File: src/rtl/rstc_pkg.sv
package rstc_pkg;
  localparam int MAX_LINES = 8;
  localparam int IDX_W     = $clog2(MAX_LINES);
  localparam int MAP_W     = IDX_W * MAX_LINES;

  typedef logic [MAX_LINES-1:0] line_vec_t;
  typedef logic [IDX_W-1:0]     line_idx_t;

  localparam logic [MAP_W-1:0] IDENT_MAP =
    {3'd7, 3'd6, 3'd5, 3'd4, 3'd3, 3'd2, 3'd1, 3'd0};
endpackage

File: src/rtl/rstc_line_timer.sv
module rstc_line_timer #(
  parameter int DONE_DELAY = 4
) (
  input  logic clk,
  input  logic rst,
  input  logic hold,
  output logic done_o
);
  localparam int CNT_W = (DONE_DELAY < 2) ? 1 : $clog2(DONE_DELAY);
  localparam logic [CNT_W-1:0] LAST = CNT_W'(DONE_DELAY - 1);

  logic [CNT_W-1:0] cnt_q;
  logic             pend_q;

  assign done_o = pend_q && !hold && (cnt_q == LAST);

  always_ff @(posedge clk) begin
    if (rst) begin
      cnt_q  <= '0;
      pend_q <= 1'b0;
    end else if (hold) begin
      cnt_q  <= '0;
      pend_q <= 1'b1;
    end else if (pend_q) begin
      if (cnt_q == LAST) pend_q <= 1'b0;
      else               cnt_q  <= cnt_q + 1'b1;
    end
  end

  AST_DONE_SINGLE: assert property (@(posedge clk) disable iff (rst)
    done_o |=> !done_o);
endmodule

File: src/rtl/rstc_status.sv
module rstc_status
  import rstc_pkg::*;
#(
  parameter line_vec_t         VALID_MASK = 8'h07,
  parameter logic [MAP_W-1:0]  STAT_MAP   = IDENT_MAP
) (
  input  logic      clk,
  input  logic      rst,
  input  line_vec_t hold,
  input  line_vec_t done,
  input  logic      clr_en,
  input  line_vec_t clr_bits,
  output line_vec_t stat_q,
  output line_vec_t line_stat
);
  line_vec_t set_v, force_v, used_v;

  always_comb begin
    set_v   = '0;
    force_v = '0;
    used_v  = '0;
    for (int i = 0; i < MAX_LINES; i++) begin
      if (VALID_MASK[i]) begin
        used_v[STAT_MAP[IDX_W*i +: IDX_W]] = 1'b1;
        if (done[i]) set_v[STAT_MAP[IDX_W*i +: IDX_W]]   = 1'b1;
        if (hold[i]) force_v[STAT_MAP[IDX_W*i +: IDX_W]] = 1'b1;
      end
    end
  end

  always_ff @(posedge clk) begin
    if (rst) begin
      stat_q <= '0;
    end else begin
      for (int j = 0; j < MAX_LINES; j++) begin
        if (!used_v[j] || force_v[j])      stat_q[j] <= 1'b0;
        else if (set_v[j])                 stat_q[j] <= 1'b1;
        else if (clr_en && clr_bits[j])    stat_q[j] <= 1'b0;
      end
    end
  end

  always_comb begin
    line_stat = '0;
    for (int i = 0; i < MAX_LINES; i++)
      if (VALID_MASK[i]) line_stat[i] = stat_q[STAT_MAP[IDX_W*i +: IDX_W]];
  end

  for (genvar j = 0; j < MAX_LINES; j++) begin : g_w1c_chk
    AST_W1C_CLEARS: assert property (@(posedge clk) disable iff (rst)
      (clr_en && clr_bits[j] && !set_v[j]) |=> !stat_q[j]);
  end

  for (genvar i = 0; i < MAX_LINES; i++) begin : g_line_chk
    if (VALID_MASK[i]) begin : g_valid
      localparam int M = int'(STAT_MAP[IDX_W*i +: IDX_W]);
      AST_HOLD_FORCES_LOW: assert property (@(posedge clk) disable iff (rst)
        hold[i] |=> !stat_q[M]);
      AST_RISE_NEEDS_DONE: assert property (@(posedge clk) disable iff (rst)
        $rose(stat_q[M]) |-> $past(done[i]));
    end
  end
endmodule

File: src/rtl/rstline_ctl.sv
module rstline_ctl
  import rstc_pkg::*;
#(
  parameter int                ADDR_W      = 8,
  parameter line_vec_t         VALID_MASK  = 8'h07,
  parameter logic [MAP_W-1:0]  STAT_MAP    = IDENT_MAP,
  parameter int                CTRL_OFS    = 'h10,
  parameter int                STAT_OFS    = 'h14,
  parameter bit                HAS_STATUS  = 1'b1,
  parameter bit                INIT_ASSERT = 1'b1,
  parameter int                DONE_DELAY  = 4
) (
  input  logic                 clk,
  input  logic                 rst,
  input  logic                 reg_wr,
  input  logic [ADDR_W-1:0]    reg_addr,
  input  logic [MAX_LINES-1:0] reg_wdata,
  output logic [MAX_LINES-1:0] reg_rdata,
  output logic [MAX_LINES-1:0] rst_out,
  output logic [MAX_LINES-1:0] line_busy
);
  localparam logic [ADDR_W-1:0] CTRL_A   = ADDR_W'(CTRL_OFS);
  localparam logic [ADDR_W-1:0] STAT_A   = ADDR_W'(STAT_OFS);
  localparam line_vec_t         CTRL_RST = INIT_ASSERT ? VALID_MASK : '0;

  line_vec_t ctrl_q, stat_q, line_stat, done_v;
  logic      ctrl_hit, stat_hit;

  assign ctrl_hit = (reg_addr == CTRL_A);
  assign stat_hit = HAS_STATUS && (reg_addr == STAT_A);

  always_ff @(posedge clk) begin
    if (rst)                      ctrl_q <= CTRL_RST;
    else if (reg_wr && ctrl_hit)  ctrl_q <= reg_wdata & VALID_MASK;
  end

  for (genvar i = 0; i < MAX_LINES; i++) begin : g_line
    if (HAS_STATUS && VALID_MASK[i]) begin : g_timer
      rstc_line_timer #(.DONE_DELAY(DONE_DELAY)) u_timer (
        .clk   (clk),
        .rst   (rst),
        .hold  (ctrl_q[i]),
        .done_o(done_v[i])
      );
    end else begin : g_none
      assign done_v[i] = 1'b0;
    end
  end

  if (HAS_STATUS) begin : g_status
    rstc_status #(.VALID_MASK(VALID_MASK), .STAT_MAP(STAT_MAP)) u_status (
      .clk      (clk),
      .rst      (rst),
      .hold     (ctrl_q),
      .done     (done_v),
      .clr_en   (reg_wr && stat_hit),
      .clr_bits (reg_wdata),
      .stat_q   (stat_q),
      .line_stat(line_stat)
    );
    assign line_busy = VALID_MASK & (ctrl_q | ~line_stat);
  end else begin : g_no_status
    assign stat_q    = '0;
    assign line_stat = '0;
    assign line_busy = ctrl_q;
  end

  always_ff @(posedge clk) begin
    if (rst)           reg_rdata <= '0;
    else if (ctrl_hit) reg_rdata <= ctrl_q;
    else if (stat_hit) reg_rdata <= stat_q;
    else               reg_rdata <= '0;
  end

  assign rst_out = ctrl_q;

  AST_CTRL_LOAD: assert property (@(posedge clk) disable iff (rst)
    (reg_wr && ctrl_hit) |=> rst_out == ($past(reg_wdata) & VALID_MASK));
  AST_CTRL_KEEP: assert property (@(posedge clk) disable iff (rst)
    !(reg_wr && ctrl_hit) |=> $stable(rst_out));
endmodule

File: config.mk
export PLATFORM = sky130hd
export DESIGN_NAME = rstline_ctl
export DESIGN_NICKNAME = d
export VERILOG_FILES = /design/src/rtl/rstc_pkg.sv /design/src/rtl/rstc_line_timer.sv /design/src/rtl/rstc_status.sv /design/src/rtl/rstline_ctl.sv
export SDC_FILE = /design/constraint.sdc
export NUM_CORES = 1
export LEC_CHECK = 0
export BUFFER_PORTS_ARGS = -buffer_cell sky130_fd_sc_hd__buf_2
export CAP_MARGIN = 20
export CORE_MARGIN = 4
export CORE_UTILIZATION = 35
export DETAILED_ROUTE_END_ITERATION = 10
export GPL_ROUTABILITY_DRIVEN = 0
export PLACE_DENSITY = 0.67
export SLEW_MARGIN = 15
export SYNTH_ARGS = -nofsm -noshare
export SYNTH_HDL_FRONTEND = slang
export SYNTH_SLANG_ARGS = --single-unit
File: constraint.sdc
create_clock -name clk -period 1.7 [get_ports clk]
set_clock_uncertainty 0.1 [all_clocks]
set_input_delay 0.255 -clock clk [delete_from_list [all_inputs] [get_ports clk]]
set_output_delay 0.255 -clock clk [all_outputs]
set_load 0.01 [all_outputs]
==> metrics.txt <==
# TYPE chip_impl_metric gauge
chip_impl_info{name="outcome",value="completed"} 1
chip_impl_metric{name="dpl_cell_area",unit="µm²"} 965
chip_impl_metric{name="core_area",unit="mm²"} 0.00248
chip_impl_metric{name="fill_cells",unit=""} 246
chip_impl_metric{name="postCtsSetupBuffers",unit=""} 0
chip_impl_metric{name="drt.antenna.violating_nets",unit=""} 0
chip_impl_metric{name="synth.lib_cells_used.distinct",unit=""} 19
chip_impl_metric{name="drc_violations",unit=""} 0
chip_impl_metric{name="reported_net_switching_power",unit="µW"} 170
chip_impl_metric{name="final-max-slew-violation-count",unit=""} 0
chip_impl_metric{name="switching_share",unit="%"} 22.7
chip_impl_metric{name="antenna_found_initial",unit=""} 0
chip_impl_metric{name="synth_seq_area_share",unit="%"} 39.5
chip_impl_metric{name="finish.cell_count_without_fillers",unit=""} 148
chip_impl_metric{name="cts.hold.buffers_added",unit=""} 0
chip_impl_metric{name="place_inst",unit=""} 144
chip_impl_metric{name="total_leakage_power",unit="µW"} 0.000458
chip_impl_metric{name="clkLatencyLatePin",unit="ps"} 280
chip_impl_metric{name="clock-sinks",unit=""} 18
chip_impl_metric{name="maxClockFrequency",unit="GHz"} 0.747
chip_impl_metric{name="number_of_enable_flip_flop_cells_after_synthesis",unit=""} 0
chip_impl_metric{name="ys_async_sr_fraction",unit="%"} 0
chip_impl_info{name="cts_tree",value="built"} 1
chip_impl_metric{name="internal-power",unit="µW"} 581
chip_impl_info{name="synth.area.top_cells",value="dfxtp_1, buf_4, mux2i_1, nor2_1, ha_1"} 1
chip_impl_metric{name="fp.dieW",unit="µm"} 59.1
chip_impl_info{name="grt_setup_unrepaired",value="false"} 1
chip_impl_info{name="worst_setup_path_start_kind",value="flop"} 1
chip_impl_metric{name="power.sequential.fraction",unit="%"} 56.9
chip_impl_metric{name="groute.usage.overall",unit="%"} 9.22
chip_impl_metric{name="htree_levels",unit=""} 1
chip_impl_metric{name="viasPerCell",unit=""} 4.42
chip_impl_metric{name="period_needed",unit="ps"} 1340
chip_impl_metric{name="vdd.ir_drop.worst",unit="mV"} 0.311
chip_impl_info{name="cts-root-buf",value="clkbuf_4"} 1
chip_impl_metric{name="p_comb_share",unit="%"} 8.8
chip_impl_metric{name="dpl.hpwl",unit="µm"} 1210
chip_impl_metric{name="grt_pass1_vias",unit=""} 595
chip_impl_metric{name="cts_made_buffers",unit=""} 3
chip_impl_metric{name="grt_start_max_net_pins",unit=""} 17
chip_impl_metric{name="cts_buffer_depth",unit=""} 2
chip_impl_metric{name="post_cts.resized_instances",unit=""} 0
chip_impl_metric{name="grt_pass1_wl",unit="µm"} 2430
chip_impl_metric{name="detailed_routing_iteration_count_for_the_pre_antenna_repair_pass",unit=""} 4
chip_impl_metric{name="power_density",unit="mW/mm²"} 750
chip_impl_metric{name="num-nets-final",unit=""} 141
chip_impl_metric{name="design.portCount",unit=""} 43
chip_impl_metric{name="post_synth_inst_count",unit=""} 99
chip_impl_metric{name="critical_path.max_fanout",unit=""} 7
chip_impl_metric{name="share_clk_of_total_power",unit="%"} 34.2
chip_impl_metric{name="post-layout-total-power",unit="µW"} 751
chip_impl_metric{name="setup_total_negative_slack",unit="ps"} 0
chip_impl_info{name="classification_of_the_worst_slack_hold_path",value="primary input to flop"} 1
chip_impl_metric{name="timing.max_cap.violations",unit=""} 0
chip_impl_metric{name="final_layout_size_suffix_gt1_share",unit="%"} 25.4
chip_impl_metric{name="routed_wire_length_per_instance",unit="µm"} 10.4
chip_impl_metric{name="final_design_area_no_fill",unit="mm²"} 0.00100
chip_impl_info{name="critPathCaptureType",value="output port"} 1
chip_impl_metric{name="place.port_buffers",unit=""} 22
chip_impl_metric{name="crit_arrival",unit="ps"} 980
chip_impl_metric{name="syn_area",unit="µm²"} 912
chip_impl_metric{name="hold_viol_final",unit=""} 0
chip_impl_info{name="synth.cells.most_frequent",value="buf_4, dfxtp_1, nor2_1"} 1
chip_impl_metric{name="synth_top_area_share",unit="%"} 39.5
chip_impl_info{name="synth_top_area_cell",value="dfxtp_1"} 1
chip_impl_metric{name="detail_route.iter0.violations",unit=""} 19
chip_impl_metric{name="die_area",unit="mm²"} 0.00349
chip_impl_metric{name="globalRouteOverflowTotal",unit=""} 0
chip_impl_metric{name="crit_required",unit="ps"} 1340
chip_impl_metric{name="placementRows",unit=""} 18
chip_impl_metric{name="die-height",unit="µm"} 59.1
chip_impl_metric{name="finalCoreUtilization",unit="%"} 40.4
chip_impl_metric{name="floorplan.initialDensity",unit="%"} 36.8
chip_impl_metric{name="final.period_utilization",unit="%"} 78.8
chip_impl_info{name="criticalPathCategory",value="flop to output port"} 1
chip_impl_metric{name="finalWirelength",unit="µm"} 1540
chip_impl_metric{name="clkSlewWorstSetupHoldPaths",unit="ps"} 100
chip_impl_metric{name="detailroute.via_count",unit=""} 654
chip_impl_metric{name="synth-seq-cells",unit=""} 18
chip_impl_metric{name="n_antenna_cell",unit=""} 0
chip_impl_metric{name="syn2layout_area_growth",unit="%"} 9.74
chip_impl_metric{name="postSynthAreaPerCell",unit="µm²"} 9.21
chip_impl_metric{name="final-setup-viol-count",unit=""} 0
chip_impl_info{name="dominant_synthesized_flop_cell",value="dfxtp_1"} 1
chip_impl_metric{name="yosys_warnings",unit=""} 0
[registers in the layout, indices dropped and copies added (netlist names)]
signal / count
g_line.g_timer.u_timer.pend_q: 3
rst_out: 3
g_status.u_status.stat_q: 3
g_line.g_timer.u_timer.cnt_q: 6
reg_rdata: 3
[layout by cell type (no fill, tap or decap), types with 6 or more instances in the layout]
cell type,netlist,layout
buf_2,0,22
dfxtp_1,18,18
nand2_1,6,6
nor2_1,15,15
nor3_1,6,6
mux2i_1,9,9
conb_1,1,15
[power by group through the flow]
stage	logic [µW]	registers [µW]	clock network (µW)
global route	73.9	428	283
floorplan	72.0	437	0
finish	66.4	427	257
CTS	65.8	428	269
detailed placement	65.4	437	0
global placement	64.3	437	0
[path summary, 6_finish.rpt]
kind | from | to | slack (ps) | cells past startpoint
setup / recovery | rst_out[2] | line_busy[2] | 360 | 2
hold / removal | reg_wdata[1] | rst_out[1] | 140 | 3
setup reg to reg | g_line[0].g_timer.u_timer.cnt_q[0] | g_line[0].g_timer.u_timer.cnt_q[1] | 380 | 4
hold reg to reg | g_line[2].g_timer.u_timer.pend_q | g_status.u_status.stat_q[2] | 350 | 2
[logic make-up (layout without fill, tap and decap cells)]
| logic type | count (synthesis) | in the layout | share of synthesized area [%] |
|---|---|---|---|
| and+or+nand+nor | 41 | 41 | 24.1 |
| DFF | 18 | 18 | 39.5 |
| xor gates and xnor gates | 3 | 3 | 2.88 |
| AOI/OAI and AO/OA | 3 | 3 | 2.88 |
| adders and majority gates | 3 | 3 | 4.12 |
| buffers and inverters | 21 | 26 | 16.2 |
| muxes | 9 | 9 | 9.88 |
| other | 1 | 15 | 0.411 |
[critical path: stages (launching register included)]
cell and delay [ps]:
dfxtp_1 450, nand2b_1 130, buf_2 120
[layout make-up]
cell class | instances | area, µm² | share of cell area, %
multi-input cells | 74 | 457 | 45.6
flip-flops and latches | 18 | 360 | 36.0
repair buffers | 22 | 110 | 11.0
clock buffers | 4 | 36.3 | 3.62
well taps | 30 | 37.5 | 3.75
[per-layer routing]
metal / wire, µm / vias to the layer above / global-route usage, %
met5: 0 / - / 0
met4: 27 / 0 / 5.83
met3: 154 / 2 / 2.18
met2: 727 / 31 / 16.2
met1: 633 / 284 / 9.77
li1: - / 337 / -
[per-stage QoR]
stage | hold slack [ps] | setup slack [ps]
2_1_floorplan | 322 | 285
3_3_place_gp | 343 | 112
3_5_place_dp | 339 | 77.6
4_1_cts | 137 | 346
5_1_grt | 157 | 265
6_report | 141 | 361
No activity file was read; power rests on OpenSTA's default activity.
